--- src/rtl/wb_pkg.sv ---
package wb_pkg;

  typedef enum logic [2:0] {
    OP_WSET = 3'd0,
    OP_XFER = 3'd1,
    OP_INC  = 3'd2,
    OP_DEC  = 3'd3,
    OP_RD   = 3'd4,
    OP_WR   = 3'd5,
    OP_SAVE = 3'd6,
    OP_NONE = 3'd7
  } wb_op_e;

  // Operations that modify a data register and therefore start a storage write
  function automatic logic is_nv(wb_op_e op);
    return (op == OP_WR) || (op == OP_SAVE);
  endfunction

endpackage

--- src/rtl/wb_channel.sv ---
module wb_channel #(
  parameter int WB         = 6,
  parameter int NDR        = 4,
  parameter int DR_DEFAULT = 0,
  localparam int RB        = $clog2(NDR)
) (
  input  logic               clk,
  input  logic               por_n,
  input  logic               rst_n,
  input  logic               en,
  input  wb_pkg::wb_op_e     op,
  input  logic [RB-1:0]      sel_reg,
  input  logic [WB-1:0]      din,
  output logic [WB-1:0]      wiper,
  output logic [WB-1:0]      dr_sel
);
  import wb_pkg::*;

  localparam logic [WB-1:0] WMAX = '1;
  localparam logic [WB-1:0] WDEF = WB'(DR_DEFAULT);

  logic [WB-1:0] dr [NDR];
  logic [WB-1:0] wiper_q;

  // Storage registers: only power-on reset clears them
  for (genvar i = 0; i < NDR; i++) begin : g_dr
    always_ff @(posedge clk) begin
      if (!por_n)
        dr[i] <= WDEF;
      else if (rst_n && en && is_nv(op) && (sel_reg == RB'(i)))
        dr[i] <= (op == OP_WR) ? din : wiper_q;
    end
  end

  // Wiper: four load paths plus restore from register 0
  always_ff @(posedge clk) begin
    if (!por_n)
      wiper_q <= WDEF;
    else if (!rst_n)
      wiper_q <= dr[0];
    else if (en) begin
      case (op)
        OP_WSET: wiper_q <= din;
        OP_XFER: wiper_q <= dr[sel_reg];
        OP_INC:  if (wiper_q != WMAX) wiper_q <= wiper_q + WB'(1);
        OP_DEC:  if (wiper_q != '0)   wiper_q <= wiper_q - WB'(1);
        default: ;
      endcase
    end
  end

  assign wiper  = wiper_q;
  assign dr_sel = dr[sel_reg];

endmodule

--- src/rtl/wb_nvtimer.sv ---
module wb_nvtimer #(
  parameter int NV_CYCLES = 1000,
  localparam int CW       = $clog2(NV_CYCLES + 1)
) (
  input  logic clk,
  input  logic clr,
  input  logic start,
  output logic busy
);
  logic [CW-1:0] cnt;

  always_ff @(posedge clk) begin
    if (clr)
      cnt <= '0;
    else if (start)
      cnt <= CW'(NV_CYCLES);
    else if (cnt != '0)
      cnt <= cnt - CW'(1);
  end

  assign busy = (cnt != '0);

endmodule

--- src/rtl/wb_tapdec.sv ---
module wb_tapdec #(
  parameter int WB   = 6,
  localparam int TAPS = 1 << WB
) (
  input  logic [WB-1:0]   pos,
  output logic [TAPS-1:0] taps
);
  always_comb begin
    taps      = '0;
    taps[pos] = 1'b1;
  end
endmodule

--- src/rtl/wb_bank.sv ---
module wb_bank #(
  parameter int CHANS      = 4,
  parameter int WB         = 6,
  parameter int NDR        = 4,
  parameter int NV_CYCLES  = 1000,
  parameter int DR_DEFAULT = 0,
  localparam int CB        = $clog2(CHANS),
  localparam int RB        = $clog2(NDR),
  localparam int TAPS      = 1 << WB
) (
  input  logic                  clk,
  input  logic                  por_n,
  input  logic                  rst_n,
  input  logic                  cmd_valid,
  output logic                  cmd_ready,
  input  logic [2:0]            cmd_op,
  input  logic [CB-1:0]         cmd_chan,
  input  logic [RB-1:0]         cmd_reg,
  input  logic [WB-1:0]         cmd_data,
  output logic                  rd_valid,
  output logic [WB-1:0]         rd_data,
  output logic                  busy,
  output logic                  reject,
  output logic [CHANS*TAPS-1:0] tap_sel
);
  import wb_pkg::*;

  wb_op_e        op;
  logic          live, nv, accept, drop;
  logic [WB-1:0] chan_w  [CHANS];
  logic [WB-1:0] chan_dr [CHANS];

  assign op        = wb_op_e'(cmd_op);
  assign live      = por_n && rst_n;
  assign nv        = is_nv(op);
  assign accept    = cmd_valid && live && !(busy && nv);
  assign drop      = cmd_valid && live && busy && nv;
  assign cmd_ready = 1'b1;

  wb_nvtimer #(.NV_CYCLES(NV_CYCLES)) u_timer (
    .clk   (clk),
    .clr   (!live),
    .start (accept && nv),
    .busy  (busy)
  );

  for (genvar c = 0; c < CHANS; c++) begin : g_chan
    wb_channel #(.WB(WB), .NDR(NDR), .DR_DEFAULT(DR_DEFAULT)) u_ch (
      .clk     (clk),
      .por_n   (por_n),
      .rst_n   (rst_n),
      .en      (accept && (cmd_chan == CB'(c))),
      .op      (op),
      .sel_reg (cmd_reg),
      .din     (cmd_data),
      .wiper   (chan_w[c]),
      .dr_sel  (chan_dr[c])
    );

    wb_tapdec #(.WB(WB)) u_dec (
      .pos  (chan_w[c]),
      .taps (tap_sel[c*TAPS +: TAPS])
    );
  end

  always_ff @(posedge clk) begin
    if (!live) begin
      rd_valid <= 1'b0;
      rd_data  <= '0;
      reject   <= 1'b0;
    end else begin
      rd_valid <= accept && (op == OP_RD);
      if (accept && (op == OP_RD))
        rd_data <= chan_dr[cmd_chan];
      reject   <= drop;
    end
  end

endmodule

--- config.mk ---
export PLATFORM = sky130hd
export DESIGN_NAME = wb_bank
export DESIGN_NICKNAME = d
export VERILOG_FILES = /design/src/rtl/wb_pkg.sv /design/src/rtl/wb_channel.sv /design/src/rtl/wb_nvtimer.sv /design/src/rtl/wb_tapdec.sv /design/src/rtl/wb_bank.sv
export SDC_FILE = /design/constraint.sdc
export NUM_CORES = 1
export LEC_CHECK = 0
export BUFFER_PORTS_ARGS = -buffer_cell sky130_fd_sc_hd__buf_2
export CORE_MARGIN = 5
export CORE_UTILIZATION = 53
export DETAILED_ROUTE_END_ITERATION = 16
export HOLD_SLACK_MARGIN = 0.05
export PLACE_DENSITY_LB_ADDON = 0.3
export RECOVER_POWER = 25
export SLEW_MARGIN = 20
export SYNTH_ARGS = -nofsm -noshare
export SYNTH_HDL_FRONTEND = slang
export SYNTH_SLANG_ARGS = --single-unit
--- constraint.sdc ---
create_clock -name clk -period 2.6 [get_ports clk]
set_input_delay 0.39 -clock clk [delete_from_list [all_inputs] [get_ports clk]]
set_output_delay 0.39 -clock clk [all_outputs]
set_load 0.05 [all_outputs]
==> impl_metrics.ini <==
[outcome]
outcome = finished clean

[route]
drtPass1Iterations = 5
finalWirelength_mm = 31.4
post-route-drc-count = 0
drt_iter0_drc = 1268
via_per_inst = 5.93
final_antenna_net_count = 0
via_count = 9334
wl_per_cell_microns = 20.0

[place]
portBuffers = 281
finalWeightedCongestion = 0.936
hpwlAfterDp_mm = 23.9

[timing]
period_minus_slack_ns = 2.51
tns_ns = 0
relSlewSlack_pct = 46.6
rsz0062_at_grt = no
whs_ns = 0.472
setup-violations-final = 0
finalMaxSlewViolations = 0
hold_viol_final = 0
tightestPinTransition_ns = 0.798
fmax_mhz = 399
fin_crit_sh_pct = 96.4
fin_skew_ns = 0.00807

[grt]
grtUsageMet2_pct = 48.5
grt-ovfl-total = 0
antenna_found_initial = 1
grtUsageMet3_pct = 7.19
grt.total_usage_pct = 31.0
grt_pass1_vias = 8528
grt_pass1_wl_mm = 48.6
gr-usage-met1_pct = 42.2
top_usage_layer = met2
grt_max_degree = 57

[cts]
cts_tree = built
htree_levels = 4
cts_setup_buffers = 0
clk_latency_ns = 0.43
clk_pin_slew_ns = 0.06
cts_root_buf = clkbuf_16
cts_buffers = 17
cts-resized-gates = 0
clock_path_buffers = 2
postCtsHoldBufs = 0
cts.sinks = 138

[layout]
multi_input_area_sq_um = 4940
seqCellArea_sq_um = 3720
drive_above_1_share_pct = 27.5
nets = 1361
nFillCells = 1435
area_growth_pct = 23.3

[die]
ios = 283
start_util_pct = 53.3
coreArea_sq_um = 17100
dieArea_sq_um = 19900
die_height_microns = 141
num_rows = 48
die_width_microns = 141

[synthesis]
yosysTopAreaCell = edfxtp_1
syn_inst = 1083
syn-num-nets = 1110
synth-edff-count = 96
yosysSeqAreaShare_pct = 40.8
netlist_area_sq_um = 9120
synth_top_area_share_pct = 31.6
synth-main-ff-cell = edfxtp_1
yosys_warnings = 0
synth-seq-cells = 138
async_flop_share_pct = 0
syn_area_per_cell_sq_um = 8.42
synthTopCellsByArea = edfxtp_1 (32%), nor2_1 (16%), dfxtp_1 (9.2%)
ys_types = 61

[power_and_ir_drop]
worst_ir_drop_vdd_mv = 0.795
p_sw_w = 0.00233
switching_share_pct = 33.6
internal_power_w = 0.00460
p_leak_nw = 4.84
power.share.sequential_pct = 38.5
share_comb_of_total_power_pct = 25.5
p_per_area_nw_per_um2 = 616
clockPowerShare_pct = 36.0

[critical_path]
critPathCaptureType = output port
cp.buffers_inverters = 2
cp.required_ns = 2.21
cp_cell_sequence = inv_1 -> or3_1 -> nor2_1 -> buf_2
crit_slowest_cell = dfxtp_1
cp_max_fo = 9
worstSetupPathType = flop to output port
path_delay_family = simple AND/OR/NAND/NOR gates
crit_arrival_ns = 2.12
max_stage_delay_ns = 0.51
worstSetupStartpointType = flop

[worst_hold_path]
hold_path_class = primary input to flop

[flow_run]
drv_cap = 0
-- final timing paths --
kind                           start                      end  slack [ns]  depth (start not counted)
max          g_chan[3].u_ch.wiper[2]             tap_sel[252]        0.09                          4
max reg2reg           u_timer.cnt[0]  g_chan[1].u_ch.dr[1][1]        0.21                          7
min                        cmd_valid                   reject        0.47                          3
min reg2reg               rd_data[0]               rd_data[0]        0.50                          2
-- worst reg2reg max path: stages, from the launching register on --
cell	delay, ns
dfxtp_1	0.33
inv_1	0.09
ha_1	0.15
nor4b_4	0.29
nand3b_4	0.29
nor4_4	0.42
nand2_1	0.25
nand2_1	0.26
-- registers in the layout, summed over array words and instances (netlist names) --
signal and flops:
g_chan.u_ch.dr 96, g_chan.u_ch.wiper 24, u_timer.cnt 10, rd_data 6
rd_valid 1, reject 1
-- kinds of logic (layout without fill, tap and decap cells) --
group                      count (synthesis)  count (layout)  synth area share [%]
other                                      1               2                0.0411
DFF                                      138             138                  40.8
adders and majority gates                 10              10                  1.37
and+or+nand+nor                          612             612                  30.6
buffers and inverters                    102             366                  4.93
muxes                                     36              36                  8.41
xor gates and xnor gates                  26              26                  2.58
AOI/OAI and AO/OA                        158             158                  11.2
-- synthesized netlist by cell type (all sizes together), types with 8 or more instances --
cell type  instances
or3b              11
inv               13
xor2              16
xnor2             10
and3              13
o32ai              8
or3               14
o21ai             23
o211ai            10
nand2             89
buf               27
nor2             380
nor3              13
a21oi             61
mux4              30
dfxtp             42
edfxtp            96
ha                10
nand3b            26
clkbuf            62
nand3             35
-- placed cells by master, fill, tap and decap left out, types with 4 or more instances in the layout --
cell type,instances
mux2i_1,5
edfxtp_1,96
nor2_1,379
o21ai_1,4
and3_1,13
nor3_1,13
nor3b_1,6
o21ai_0,19
clkbuf_1,30
clkbuf_16,17
nand2_1,89
o31ai_1,6
o2111ai_1,7
a22oi_1,4
a32o_1,4
nand3_1,35
inv_1,13
a31oi_1,6
or3_1,14
o32ai_1,8
o22ai_1,7
xor2_1,15
ha_1,10
clkbuf_2,8
nor2b_1,5
nand3b_1,25
nor4_4,4
or3b_2,11
a21oi_1,61
o211ai_1,10
a221oi_1,4
clkinvlp_4,5
dfxtp_1,42
buf_4,24
o21a_1,4
buf_2,260
xnor2_1,10
mux4_1,8
mux4_2,22
-- stage by stage --
stage / power (W) / utilization (%) / instance area, sq um / cells / setup slack, ns
finish: 0.00692 / 65.7 / 11200 / 1573 / 0.0939
global route: 0.00720 / 65.7 / 11200 / 1573 / 0.0281
CTS: 0.00692 / 66.1 / 11300 / 1572 / 0.104
detailed placement: 0.00445 / 62.5 / 10700 / 1540 / 0.133
global placement: 0.00441 / 62.5 / 10700 / 1540 / 0.156
floorplan: 0.00407 / - / 9120 / 1083 / 0.286
-- power groups by stage --
stage	Clock [W]	Sequential [W]	Combinational, W
after global routing	0.00260	0.00269	0.00191
after detailed placement	0	0.00270	0.00175
after floorplan	0	0.00261	0.00146
after CTS	0.00250	0.00266	0.00176
final	0.00249	0.00266	0.00177
after global placement	0	0.00270	0.00172
-- cell type report --
cell class                      instances  share of cell area [%]
Sequential cell                       138                    33.1
Timing Repair Buffer                  321                    14.5
Multi-Input combinational cell        843                    44.0
Tap cell                              225                    2.50
Clock buffer                           19                    3.94
Antenna cell                            1                  0.0223
Inverter                               13                   0.434
Clock inverter                         13                    1.49
-- metal layers --
metal / vias up / part of all wire, %
met2: 627 / 47
met4: 0 / 3.0
met3: 67 / 12
li1: 4307 / -
met5: - / 0
met1: 4333 / 38
(Power assumes the default switching activity.)
